[src/rtl/hbi_pkg.sv]
package hbi_pkg;

    typedef enum logic [1:0] {
        PH_IDLE  = 2'd0,
        PH_WAIT  = 2'd1,
        PH_PULSE = 2'd2,
        PH_END   = 2'd3
    } phase_e;

    localparam int IDX_W  = 4;
    localparam int LANE_W = 4;

    typedef struct packed {
        logic [IDX_W-1:0]  idx;
        logic [LANE_W-1:0] lane;
        logic              wr;
    } req_t;

endpackage

[src/rtl/hbi_addr_stage.sv]
module hbi_addr_stage #(
    parameter int ADDR_W = 16,
    parameter int IDX_W  = 4,
    parameter int LANES  = 4,
    parameter logic [ADDR_W-IDX_W-1:0] BASE_TAG = '0,
    parameter bit LATCH_EN = 1'b1,
    parameter logic [IDX_W-1:0] DATA_IDX = '0
) (
    input  logic              clk,
    input  logic              rst_n,
    input  logic [ADDR_W-1:0] addr,
    input  logic              ads_n,
    input  logic              aen,
    input  logic              dsel_n,
    input  logic [LANES-1:0]  be_n,
    output logic              hit,
    output logic [IDX_W-1:0]  idx,
    output logic [LANES-1:0]  lane
);
    localparam int TAG_W = ADDR_W - IDX_W;

    logic [ADDR_W-1:0] eff_addr;
    logic [TAG_W-1:0]  tag;

    generate
        if (LATCH_EN) begin : g_latch
            logic [ADDR_W-1:0] lat_d, lat_q;

            always_comb begin
                lat_d = ads_n ? lat_q : addr;
            end

            always_ff @(posedge clk or negedge rst_n) begin
                if (!rst_n) lat_q <= '0;
                else        lat_q <= lat_d;
            end

            assign eff_addr = lat_d;

            // with the strobe high over two edges the latched address does not move
            a_r4_latch_holds: assert property (@(posedge clk) disable iff (!rst_n)
                (ads_n && $past(ads_n)) |-> $stable(eff_addr));
        end else begin : g_direct
            assign eff_addr = addr;
        end
    endgenerate

    assign tag = eff_addr[ADDR_W-1:IDX_W];

    always_comb begin
        if (!dsel_n) begin
            hit  = 1'b1;
            idx  = DATA_IDX;
            lane = '1;
        end else begin
            hit  = !aen && (tag == BASE_TAG);
            idx  = eff_addr[IDX_W-1:0];
            lane = ~be_n;
        end
    end

endmodule

[src/rtl/hbi_strobe_port.sv]
module hbi_strobe_port
    import hbi_pkg::*;
#(
    parameter int WAIT_CYC = 3
) (
    input  logic              clk,
    input  logic              rst_n,
    input  logic              rd_n,
    input  logic              wr_n,
    input  logic              hit,
    input  logic [IDX_W-1:0]  idx_in,
    input  logic [LANE_W-1:0] lane_in,
    output logic              ardy,
    output logic              pulse_rd,
    output logic              pulse_wr,
    output logic [IDX_W-1:0]  idx_out,
    output logic [LANE_W-1:0] lane_out,
    output logic              busy
);
    localparam int CNT_W = (WAIT_CYC < 1) ? 1 : $clog2(WAIT_CYC + 1);

    typedef struct packed {
        phase_e           ph;
        logic [CNT_W-1:0] cnt;
        req_t             req;
    } st_t;

    st_t  st_d, st_q;
    logic strobe;

    assign strobe = !rd_n || !wr_n;

    always_comb begin
        st_d = st_q;
        unique case (st_q.ph)
            PH_IDLE: begin
                if (strobe && hit) begin
                    st_d.ph       = PH_WAIT;
                    st_d.cnt      = CNT_W'(WAIT_CYC);
                    st_d.req.idx  = idx_in;
                    st_d.req.lane = lane_in;
                    st_d.req.wr   = !wr_n;
                end
            end
            PH_WAIT: begin
                if (st_q.cnt == '0) st_d.ph  = PH_PULSE;
                else                st_d.cnt = st_q.cnt - 1'b1;
            end
            PH_PULSE: st_d.ph = PH_END;
            PH_END: begin
                if (!strobe) st_d.ph = PH_IDLE;
            end
            default: st_d.ph = PH_IDLE;
        endcase
    end

    always_ff @(posedge clk or negedge rst_n) begin
        if (!rst_n) st_q <= '{ph: PH_IDLE, cnt: '0, req: '0};
        else        st_q <= st_d;
    end

    assign ardy     = !((st_q.ph == PH_IDLE && strobe && hit) ||
                        st_q.ph == PH_WAIT || st_q.ph == PH_PULSE);
    assign pulse_rd = (st_q.ph == PH_PULSE) && !st_q.req.wr;
    assign pulse_wr = (st_q.ph == PH_PULSE) &&  st_q.req.wr;
    assign idx_out  = st_q.req.idx;
    assign lane_out = st_q.req.lane;
    assign busy     = (st_q.ph != PH_IDLE);

    // ready comes back on the edge right after the register pulse
    a_r5_ready_after_pulse: assert property (@(posedge clk) disable iff (!rst_n)
        (pulse_rd || pulse_wr) |=> ardy);

    // a pulse never lasts two cycles on this port
    a_r6_strobe_single_pulse: assert property (@(posedge clk) disable iff (!rst_n)
        (pulse_rd || pulse_wr) |=> !(pulse_rd || pulse_wr));

endmodule

[src/rtl/hbi_clocked_port.sv]
module hbi_clocked_port
    import hbi_pkg::*;
#(
    parameter int WAIT_CYC = 3
) (
    input  logic              clk,
    input  logic              rst_n,
    input  logic              ads_n,
    input  logic              cyc_n,
    input  logic              swr,
    input  logic              rdyrtn_n,
    input  logic              hit,
    input  logic [IDX_W-1:0]  idx_in,
    input  logic [LANE_W-1:0] lane_in,
    output logic              srdy_n,
    output logic              pulse_rd,
    output logic              pulse_wr,
    output logic [IDX_W-1:0]  idx_out,
    output logic [LANE_W-1:0] lane_out,
    output logic              busy,
    output logic              rd_hold
);
    localparam int CNT_W = (WAIT_CYC < 1) ? 1 : $clog2(WAIT_CYC + 1);

    typedef struct packed {
        phase_e           ph;
        logic [CNT_W-1:0] cnt;
        req_t             req;
    } st_t;

    st_t st_d, st_q;

    always_comb begin
        st_d = st_q;
        unique case (st_q.ph)
            PH_IDLE: begin
                if (!ads_n && !cyc_n && hit) begin
                    st_d.ph       = PH_WAIT;
                    st_d.cnt      = CNT_W'(WAIT_CYC);
                    st_d.req.idx  = idx_in;
                    st_d.req.lane = lane_in;
                    st_d.req.wr   = swr;
                end
            end
            PH_WAIT: begin
                if (st_q.cnt == '0) st_d.ph  = PH_PULSE;
                else                st_d.cnt = st_q.cnt - 1'b1;
            end
            PH_PULSE: st_d.ph = PH_END;
            PH_END: begin
                if (st_q.req.wr || !rdyrtn_n) st_d.ph = PH_IDLE;
            end
            default: st_d.ph = PH_IDLE;
        endcase
    end

    always_ff @(posedge clk or negedge rst_n) begin
        if (!rst_n) st_q <= '{ph: PH_IDLE, cnt: '0, req: '0};
        else        st_q <= st_d;
    end

    assign srdy_n   = (st_q.ph != PH_END);
    assign pulse_rd = (st_q.ph == PH_PULSE) && !st_q.req.wr;
    assign pulse_wr = (st_q.ph == PH_PULSE) &&  st_q.req.wr;
    assign idx_out  = st_q.req.idx;
    assign lane_out = st_q.req.lane;
    assign busy     = (st_q.ph != PH_IDLE);
    assign rd_hold  = (st_q.ph == PH_END) && !st_q.req.wr;

    // the register pulse is followed by ready on the next cycle
    a_r7_ready_after_pulse: assert property (@(posedge clk) disable iff (!rst_n)
        (pulse_rd || pulse_wr) |=> !srdy_n);

    // a write acknowledge lasts one cycle only
    a_r7_write_ack_one_cycle: assert property (@(posedge clk) disable iff (!rst_n)
        (!srdy_n && !rd_hold) |=> srdy_n);

    // a held read keeps ready low until the host returns ready
    a_r8_wait_for_return: assert property (@(posedge clk) disable iff (!rst_n)
        (rd_hold && rdyrtn_n) |=> !srdy_n);

endmodule

[src/rtl/hbi_decoder.sv]
module hbi_decoder
    import hbi_pkg::*;
#(
    parameter int ADDR_W   = 16,
    parameter int DATA_W   = 32,
    parameter int WAIT_CYC = 3,
    parameter logic [ADDR_W-IDX_W-1:0] BASE_TAG = 12'h030,
    parameter bit LATCH_EN = 1'b1,
    parameter logic [IDX_W-1:0] DATA_IDX = 4'h8
) (
    input  logic              clk,
    input  logic              rst_n,
    input  logic [ADDR_W-1:0] haddr,
    input  logic              aen,
    input  logic [LANE_W-1:0] be_n,
    input  logic              dsel_n,
    input  logic              ads_n,
    input  logic              rd_n,
    input  logic              wr_n,
    output logic              ardy,
    input  logic              cyc_n,
    input  logic              swr,
    output logic              srdy_n,
    input  logic              rdyrtn_n,
    output logic              reg_rd,
    output logic              reg_wr,
    output logic [IDX_W-1:0]  reg_idx,
    output logic [LANE_W-1:0] reg_lane,
    input  logic [DATA_W-1:0] reg_rdata,
    output logic [DATA_W-1:0] host_rdata
);
    logic              dec_hit;
    logic [IDX_W-1:0]  dec_idx;
    logic [LANE_W-1:0] dec_lane;

    logic              a_rd, a_wr, a_busy;
    logic [IDX_W-1:0]  a_idx;
    logic [LANE_W-1:0] a_lane;
    logic              s_rd, s_wr, s_busy, s_hold;
    logic [IDX_W-1:0]  s_idx;
    logic [LANE_W-1:0] s_lane;

    logic [DATA_W-1:0] rdata_d, rdata_q;

    hbi_addr_stage #(
        .ADDR_W  (ADDR_W),
        .IDX_W   (IDX_W),
        .LANES   (LANE_W),
        .BASE_TAG(BASE_TAG),
        .LATCH_EN(LATCH_EN),
        .DATA_IDX(DATA_IDX)
    ) u_addr (
        .clk   (clk),
        .rst_n (rst_n),
        .addr  (haddr),
        .ads_n (ads_n),
        .aen   (aen),
        .dsel_n(dsel_n),
        .be_n  (be_n),
        .hit   (dec_hit),
        .idx   (dec_idx),
        .lane  (dec_lane)
    );

    hbi_strobe_port #(.WAIT_CYC(WAIT_CYC)) u_strobe (
        .clk     (clk),
        .rst_n   (rst_n),
        .rd_n    (rd_n),
        .wr_n    (wr_n),
        .hit     (dec_hit),
        .idx_in  (dec_idx),
        .lane_in (dec_lane),
        .ardy    (ardy),
        .pulse_rd(a_rd),
        .pulse_wr(a_wr),
        .idx_out (a_idx),
        .lane_out(a_lane),
        .busy    (a_busy)
    );

    hbi_clocked_port #(.WAIT_CYC(WAIT_CYC)) u_clocked (
        .clk     (clk),
        .rst_n   (rst_n),
        .ads_n   (ads_n),
        .cyc_n   (cyc_n),
        .swr     (swr),
        .rdyrtn_n(rdyrtn_n),
        .hit     (dec_hit),
        .idx_in  (dec_idx),
        .lane_in (dec_lane),
        .srdy_n  (srdy_n),
        .pulse_rd(s_rd),
        .pulse_wr(s_wr),
        .idx_out (s_idx),
        .lane_out(s_lane),
        .busy    (s_busy),
        .rd_hold (s_hold)
    );

    assign reg_rd   = a_rd || s_rd;
    assign reg_wr   = a_wr || s_wr;
    assign reg_idx  = (a_rd || a_wr) ? a_idx  : s_idx;
    assign reg_lane = (a_rd || a_wr) ? a_lane : s_lane;

    always_comb begin
        rdata_d = reg_rd ? reg_rdata : rdata_q;
    end

    always_ff @(posedge clk or negedge rst_n) begin
        if (!rst_n) rdata_q <= '0;
        else        rdata_q <= rdata_d;
    end

    assign host_rdata = rdata_q;

    // the host keeps the two protocols apart in time
    a_r9_no_overlap: assert property (@(posedge clk) disable iff (!rst_n)
        !(a_busy && s_busy));

    // read and write pulses never coincide
    a_r6_rd_wr_exclusive: assert property (@(posedge clk) disable iff (!rst_n)
        !(reg_rd && reg_wr));

    // held clocked read data stays put until the host returns ready
    a_r8_data_held: assert property (@(posedge clk) disable iff (!rst_n)
        (s_hold && rdyrtn_n) |=> $stable(host_rdata));

endmodule

[config.mk]
export PLATFORM = sky130hd
export DESIGN_NAME = hbi_decoder
export DESIGN_NICKNAME = d
export VERILOG_FILES = /design/src/rtl/hbi_pkg.sv /design/src/rtl/hbi_addr_stage.sv /design/src/rtl/hbi_strobe_port.sv /design/src/rtl/hbi_clocked_port.sv /design/src/rtl/hbi_decoder.sv
export SDC_FILE = /design/constraint.sdc
export NUM_CORES = 1
export LEC_CHECK = 0
export ABC_AREA = 1
export ABC_CLOCK_PERIOD_IN_PS = 2850
export BUFFER_PORTS_ARGS = -buffer_cell sky130_fd_sc_hd__buf_2
export CORE_MARGIN = 1.5
export CORE_UTILIZATION = 45
export DETAILED_ROUTE_END_ITERATION = 7
export HOLD_SLACK_MARGIN = 0.06
export PLACE_DENSITY = 0.7
export SETUP_SLACK_MARGIN = 0.1
export SYNTH_ARGS = -nofsm -noshare
export SYNTH_HDL_FRONTEND = slang
export SYNTH_HIERARCHICAL = 1
export SYNTH_SLANG_ARGS = --single-unit
[constraint.sdc]
create_clock -name clk -period 2.85 [get_ports clk]
set_input_delay 0.7125 -clock clk [delete_from_list [all_inputs] [get_ports clk]]
set_output_delay 0.7125 -clock clk [all_outputs]
set_load 0.1 [all_outputs]
; ---- After elaboration in Yosys (flattened, before gate mapping)
; Cells that the tools add are included.
[word_totals]
inputBits = 62
ff_bits = 74
output_inout_bits = 44
[op_classes]
add_sub_neg = 2
bitwise = 1
eq_ne = 16
muxes = 18
n_reduce_logical = 38
[ops]
columns = op, n
row1 = $mux 13, 2
row2 = $mux 16, 1
row3 = $mux 4, 4
row4 = $pmux 2 s4, 2
row5 = $eq 12x6->1 const B, 1
row6 = $mux 2, 6
row7 = $reduce_and 3->1, 4
row8 = $logic_and 1x1->1, 10
row9 = $ne 2x1->1 const B, 5
row10 = $logic_not 1->1, 9
row11 = $eq 2x2->1 const B, 4
row12 = $logic_not 2->1, 4
row13 = $ne 2x2->1 const B, 4
row14 = $pmux 2 s2, 2
row15 = $logic_or 1x1->1, 7
row16 = $eq 2x1->1 const B, 2
row17 = $not 4->4, 1
row18 = $reduce_and 2->1, 2
row19 = $reduce_bool 2->1, 2
row20 = $sub 2x1->2 const B, 2
row21 = $mux 1, 1

; ---- Longest topological paths before layout
; Gate-level depths: netlist of the first run.
[logic_depth]
depth_word = 8
ltp_mapped = 15
ltp_nobuf = 13

; ---- By module
; Netlist of the first run, hierarchy kept.
[by_module_without_submodules]
columns = module, seq_area_each_um2, area_per_inst_um2, instances, cells_per_inst
row1 = hbi_decoder, 800.8, 1391.3, 1, 167
row2 = hbi_strobe_port, 325.3, 835.8, 1, 98
row3 = hbi_clocked_port, 325.3, 819.5, 1, 99
row4 = hbi_addr_stage, 400.4, 779.5, 1, 98

; ---- Worst setup path before layout of the first run
; Ideal clock, no wire load.
[synth_timing]
kind = input to output
from = input port ads_n
to = output port ardy
cell_stages = 14
setup_slack_ns = -0.081
arrival_ns = 2.218
cell_sequence = buf_6 > inv_6 > buf_8 > nand2_2 > nand2_2 > nor2_2 > nand2_1 > nor2_2 > nand2_1 > nand2_1 > nand3_4 > buf_12 > nand3_2 > inv_2
[synth_between]
elab_chain_cells = 8
[synth_rtl]
columns = element, line_no
row1 = from (decl), hbi_decoder.sv:17  ; input logic ads_n,
row2 = $mux 16, hbi_addr_stage.sv:30  ; lat_d = ads_n ? lat_q : addr;
row3 = named net u_addr.eff_addr[12], hbi_addr_stage.sv:22  ; logic [ADDR_W-1:0] eff_addr;
row4 = $eq 12x6->1, hbi_addr_stage.sv:56  ; hit = !aen && (tag == BASE_TAG);
row5 = $logic_and 1x1->1, hbi_addr_stage.sv:56
row6 = $mux 1, hbi_addr_stage.sv:51  ; if (!dsel_n) begin
row7 = named net dec_hit, hbi_decoder.sv:32  ; logic dec_hit;
row8 = $logic_and 1x1->1, hbi_strobe_port.sv:62  ; assign ardy = !((st_q.ph == PH_IDLE && strobe && hit) ||
row9 = $logic_or 1x1->1, hbi_strobe_port.sv:62
row10 = $logic_or 1x1->1, hbi_strobe_port.sv:63  ; st_q.ph == PH_WAIT || st_q.ph == PH_PULSE);
row11 = $logic_not 1->1, hbi_strobe_port.sv:62
row12 = to (decl), hbi_decoder.sv:20  ; output logic ardy,
; The timed path passes the listed nets, and every way through them passes these cells.

; ---- Worst setup path in the final report of the first run
[layout_timing]
from = register u_strobe/st_q[11] (netlist name)
to = output port reg_lane[1]
[layout_between]
elab_chain_cells = 4
[layout_rtl]
columns = element, line_no
row1 = from (decl), hbi_strobe_port.sv:28  ; st_t st_d, st_q;
row2 = from (signal assigned), hbi_strobe_port.sv:58  ; if (!rst_n) st_q <= '{ph: PH_IDLE, cnt: '0, req: '0};
row3 = from (signal assigned), hbi_strobe_port.sv:59  ; else st_q <= st_d;
row4 = $eq 2x2->1, hbi_strobe_port.sv:65  ; assign pulse_wr = (st_q.ph == PH_PULSE) && st_q.req.wr;
row5 = $logic_and 1x1->1, hbi_strobe_port.sv:65
row6 = named net a_wr, hbi_decoder.sv:36  ; logic a_rd, a_wr, a_busy;
row7 = $logic_or 1x1->1, hbi_decoder.sv:103  ; assign reg_lane = (a_rd || a_wr) ? a_lane : s_lane;
row8 = $mux 4, hbi_decoder.sv:103
row9 = to (decl), hbi_decoder.sv:28  ; output logic [LANE_W-1:0] reg_lane,
; The timed path passes the listed nets, and every way through them passes these cells.

==> metrics.cfg, run 1 <==
[status]
outcome = completed

[detailed_routing]
route.detailed.wl_per_inst_um = 12.3
route.final.wire_length_um = 8230
drc = 0
total_number_of_vias = 3169
ant_nets = 0
first_iter_violations = 107
drt_pre_antenna_iters = 4
route.detailed.vias_per_inst = 4.72

[timing]
accumulated_negative_setup_slack_ps = 0
max-slew-margin-rel = 0.398
setup-violations-final = 0
finalCriticalPeriod_ps = 2620
worst-slew-pin-transition_ps = 903
setup_ws_ps = 231
clock_tree_skew_after_final_layout_ps = 9.61
final_hold_viol_count = 0
timing.final.crit_share = 0.919
grt_setup_unrepaired = yes
max_slew_violation_count = 0
fmax_mhz = 382

[min_path]
worstHoldPathCells = 2
worst_hold_path_type = reg2reg

[clock_tree]
num_cts_buffers = 9
postCtsHoldBufs = 0
clk_pin_slew_worst_paths_ps = 80
cts.htree.levels = 3
max-clock-path-buffers = 2
clock_sinks = 74
cell_at_the_root_of_the_clock_tree = sky130_fd_sc_hd__clkbuf_8
cts_tree = built
clk_latency_ps = 340

[worst_setup_path]
crit_chain = inv_1 -> ha_1 -> nand2_1 -> clkinvlp_4 -> buf_4 -> o21ai_0 -> nand2_2 -> buf_12
worst_reg_to_reg_cells = 9
timing.critical_path.depth = 8
cpLargestDelayFamily = buffers and inverters
cp.buffers_inverters = 4
crit_path_max_incr_delay_ps = 350
critical-path-slowest-cell = sky130_fd_sc_hd__dfrtp_1
crit_path_end_kind = output pin
crit_path_start_kind = register
critPathKind = reg2out
r2r_setup_slack_ps = 980
cp_data_arrival_time_ps = 1910
cp_max_fo = 5
worst-endpoint-required_ps = 2140

[floorplanning]
core.rowCount = 33
core-area_mm2 = 0.00822
floorplan.initialDensity = 0.465
top_level_ports = 106
die_w_um = 95.2
die_area_mm2 = 0.00906
die_h_um = 95.2

[global_route]
grt_first_pass_wirelength_um = 13300
gr-usage-met3 = 0.0478
antenna_found_initial = 0
overflow = 0
globalRouteMet1Util = 0.248
grt_max_degree = 75
globalRoute.busiestLayer = met2
track_usage = 0.193
number_of_global_route_vias_before_repair = 2863
grt_use_met2 = 0.324

[logic_synthesis]
syn-cell-area_mm2 = 0.00382
mappedNetlistNets = 535
ys.warnings.count = 6
synth_area_per_cell_um2 = 8.29
synth_cells = 461

[placed_design]
place_hpwl_um = 5790
place.gp.congestion = 0.828
dp_slack_ps = 47.9
place.detailed.instances = 645
port_buffers = 105

[cells_and_area]
final_nets = 635
layout.area.seq_mm2 = 0.00185
layout_commonest_cell = sky130_fd_sc_hd__nand2_1
final_core_utilization = 0.582
footprint_of_the_multi_input_gates_mm2 = 0.00155
area.growth.synth_to_final_pct = 25.0
layout-drive-gt1-share = 0.337
final_cell_mix = 177 x sky130_fd_sc_hd__nand2_1, 93 x sky130_fd_sc_hd__buf_2, 74 x sky130_fd_sc_hd__dfrtp_1
insertedDiodeCount = 0
fillers = 757
fin_cells = 671

[job]
timing.max_cap.violations = 0

[metal layers]
metal  wire, um  up-vias  share of wire
met2       3820      101           0.46
met3        552        9          0.067
met1       3760     1454           0.46
met5          0        -              0
met4         92        0          0.011
li1           -     1605              -
[what timing repair did]
action / 4_1_cts / 5_1_grt
gates cloned: 2 / 0
setup buffers: 4 / 4
pin swaps: 3 / 4
endpoints found under the setup margin: 10 / 11
resized for setup: 6 / 7
[registers in the layout, summed over array words and instances, names as in the netlist]
name / flops
host_rdata: 32
u_addr/g_latch.lat_q: 16
u_clocked/idx_out: 4
u_clocked/lane_out: 4
u_clocked/st_q: 5
u_strobe/idx_out: 4
u_strobe/lane_out: 4
u_strobe/st_q: 5
[worst reg2reg max path: cells and delay by family (launching register included)]
| family | cells | cell delay, ps |
|---|---|---|
| buf+inv | 4 | 470 |
| simple gates | 4 | 780 |
| fa+ha+maj | 1 | 220 |
| flops | 1 | 350 |
[final cells by class]
type / count / area share
Sequential cell: 74 / 0.387
Multi-Input combinational cell: 304 / 0.324
Timing Repair Buffer: 120 / 0.175
Inverter: 52 / 0.0437
Tap cell: 105 / 0.0275
Clock buffer: 9 / 0.0259
Clock inverter: 7 / 0.0165
[final timing paths]
path / from / endpoint
hold reg to reg: host_rdata[4] / host_rdata[4]
hold / removal: host_rdata[4] / host_rdata[4]
min in group asynchronous: rst_n / host_rdata[18]
setup reg to reg: u_strobe/st_q[11] / host_rdata[10]
max in group asynchronous: rst_n / u_addr/g_latch.lat_q[7]
setup / recovery: u_strobe/st_q[11] / reg_lane[1]
[per-stage QoR]
step	hold WS (ps)	area, um2
after CTS	485	4730
final	479	4780
after global placement	456	4440
after detailed placement	461	4440
after floorplan	417	3830
after global routing	499	4780
Power of run 1 is not shown: default switching activity piles up to over one toggle a cycle in this logic, so the estimate is an artifact.
==> inputs of run 2 (changes only) <==
--- a/config.mk
+++ b/config.mk
@@ -9,6 +9,7 @@
 export ABC_CLOCK_PERIOD_IN_PS = 2850
 export BUFFER_PORTS_ARGS = -buffer_cell sky130_fd_sc_hd__buf_2
-export CORE_MARGIN = 1.5
+export CORE_MARGIN = 3
 export CORE_UTILIZATION = 45
+export CTS_CLUSTER_DIAMETER = 60
 export DETAILED_ROUTE_END_ITERATION = 7
 export HOLD_SLACK_MARGIN = 0.06
==> constraint.sdc (replaced) <==
create_clock -name clk -period 2.85 [get_ports clk]
set_input_delay 0.7125 -clock clk [delete_from_list [all_inputs] [get_ports clk]]
set_output_delay 0.7125 -clock clk [all_outputs]
set_load 0.005 [all_outputs]
==> run 2 against run 1 <==
Sequential share of layout area increased by 2.4 points. Critical path depth unchanged. Register-to-register slack about the same. Sequential cell count unchanged. Non-clock buffer count decreased by 8. Design area decreased by 5.8%. Worst hold slack got worse by 3.3 ps. Largest cell class unchanged. Highest routed layer unchanged.
==> metrics.cfg, run 2 (same netlist as run 1, synthesis figures left out) <==
[status]
outcome = completed

[clock_tree]
cts.htree.levels = 3
postCtsHoldBufs = 0
clk_latency_ps = 340
clock_sinks = 74
clk_pin_slew_worst_paths_ps = 80
num_cts_buffers = 9
cts.repair_timing.setup_buffer_count = 0
max-clock-path-buffers = 2
cell_at_the_root_of_the_clock_tree = sky130_fd_sc_hd__clkbuf_8
cts_tree = built

[floorplanning]
core-area_mm2 = 0.00797
top_level_ports = 106
core.rowCount = 32
floorplan.initialDensity = 0.480
die_w_um = 98.2
die_h_um = 98.2
die_area_mm2 = 0.00964

[cells_and_area]
layout-drive-gt1-share = 0.317
final_cell_mix = 180 x sky130_fd_sc_hd__nand2_1, 103 x sky130_fd_sc_hd__buf_2, 74 x sky130_fd_sc_hd__dfrtp_1
final_nets = 626
area.growth.synth_to_final_pct = 17.8
layout_commonest_cell = sky130_fd_sc_hd__nand2_1
final_core_utilization = 0.565
number_of_flip_flops_under_the_largest_register_name = 32
insertedDiodeCount = 0

[detailed_routing]
drt_pre_antenna_iters = 4
route.detailed.wl_per_inst_um = 12.1
route.detailed.vias_per_inst = 4.75
first_iter_violations = 131
ant_nets = 0
route.final.wire_length_um = 7930
total_number_of_vias = 3123
drc = 0

[min_path]
min-delay-start = host_rdata[26]
worstHoldPathCells = 2
worstHoldEndpoint = host_rdata[26]
worst_hold_path_type = reg2reg

[worst_setup_path]
worst-endpoint-required_ps = 2140
regToRegEndpoint = host_rdata[31]
cp_max_fo = 8
r2r_setup_slack_ps = 980
critPathKind = reg2out
crit_path_end_kind = output pin
worst_reg_to_reg_cells = 9
worstReg2RegStart = u_strobe/st_q[11]
cp_data_arrival_time_ps = 1870
crit_path_start_kind = register

[timing]
timing.hold.ws_ps = 476
setup-violations-final = 0
worst-slew-pin-transition_ps = 923
finalCriticalPeriod_ps = 2580
max_slew_violation_count = 0
max-slew-margin-rel = 0.384
accumulated_negative_setup_slack_ps = 0
grt_setup_unrepaired = yes
timing.final.crit_share = 0.906
clock_tree_skew_after_final_layout_ps = 4.82
final_hold_viol_count = 0
fmax_mhz = 387

[job]
timing.max_cap.violations = 0

[global_route]
track_usage = 0.174
grt_max_degree = 75
number_of_global_route_vias_before_repair = 2998
grt_first_pass_wirelength_um = 13800
overflow = 0
antenna_found_initial = 0

[pwr]
power.density_cell_area_mw_per_mm2 = 981
vdd_ir_max_mv = 0.386
power_leakage_nw = 2.61

[placed_design]
place_hpwl_um = 5700
place.gp.congestion = 0.816
port_buffers = 105

## run 2: changes by cell type in the layout (fill, tap and decap cells not counted), moves of 2 or more
| cell | previous run | this run |
|---|---|---|
| sky130_fd_sc_hd__buf_12 | 11 | 0 |
| sky130_fd_sc_hd__buf_2 | 93 | 103 |
| sky130_fd_sc_hd__buf_4 | 14 | 7 |
| sky130_fd_sc_hd__clkinv_4 | 4 | 0 |
| sky130_fd_sc_hd__nand2_1 | 177 | 180 |
| sky130_fd_sc_hd__nand2_2 | 13 | 10 |
| sky130_fd_sc_hd__inv_1 | 46 | 48 |
| sky130_fd_sc_hd__inv_6 | 3 | 1 |
## run 2: layout make-up
cell class / instances / area [um2]
well taps: 102 / 128
clock buffers: 10 / 138
flip-flops and latches: 74 / 1850
fillers: 731 / 3460
inverters: 52 / 200
multi-input cells: 303 / 1540
clock inverters: 5 / 55.1
repair buffers: 112 / 594
## run 2: power breakdown
group	switching (mW)	internal [mW]
clock network	0.378	0.420
registers	0.214	1.47
logic	1.14	0.796
## run 2: worst max path at each step
| stage | start | endpoint | slack (ps) | cells after the start |
|---|---|---|---|---|
| 4_1_cts | u_strobe/st_q[11] | reg_rd | 160 | 8 |
| 6_report | u_strobe/st_q[11] | reg_lane[3] | 270 | 8 |
| 2_1_floorplan | ads_n | ardy | 140 | 13 |
| 5_1_grt | u_strobe/st_q[11] | reg_lane[2] | 70 | 8 |
| 3_5_place_dp | ads_n | ardy | 50 | 13 |
| 3_3_place_gp | ads_n | ardy | 120 | 13 |
## run 2: per-stage QoR
step	power (mW)	worst slack (ps)	cell area [um2]	cells
2_1_floorplan	3.11	138	3820	461
3_3_place_gp	3.57	120	4280	643
3_5_place_dp	3.64	53.6	4280	643
4_1_cts	4.46	157	4480	658
5_1_grt	4.85	74.4	4500	658
6_report	4.42	267	4500	658
## run 2: timing repair
item,4_1_cts,5_1_grt
resized for setup,2,5
setup endpoints to repair,2,10
gates cloned,0,0
## run 2: critical path: stages, from the launching register on
cell and delay [ps]:
sky130_fd_sc_hd__dfrtp_1 420, sky130_fd_sc_hd__inv_1 120, sky130_fd_sc_hd__ha_1 180, sky130_fd_sc_hd__inv_1 100
sky130_fd_sc_hd__nor2_4 240, sky130_fd_sc_hd__buf_4 200, sky130_fd_sc_hd__o21ai_0 80, sky130_fd_sc_hd__nand2_1 70
sky130_fd_sc_hd__buf_2 120
## run 2: routing by layer
metal | vias up | GRT usage | share of wire
met3 | 9 | 0.0636 | 0.083
li1 | 1586 | - | -
met1 | 1402 | 0.227 | 0.45
met5 | - | 0 | 0
met2 | 126 | 0.274 | 0.45
met4 | 0 | 0.0494 | 0.013
Note: power is estimated with default switching activity, not from simulation.
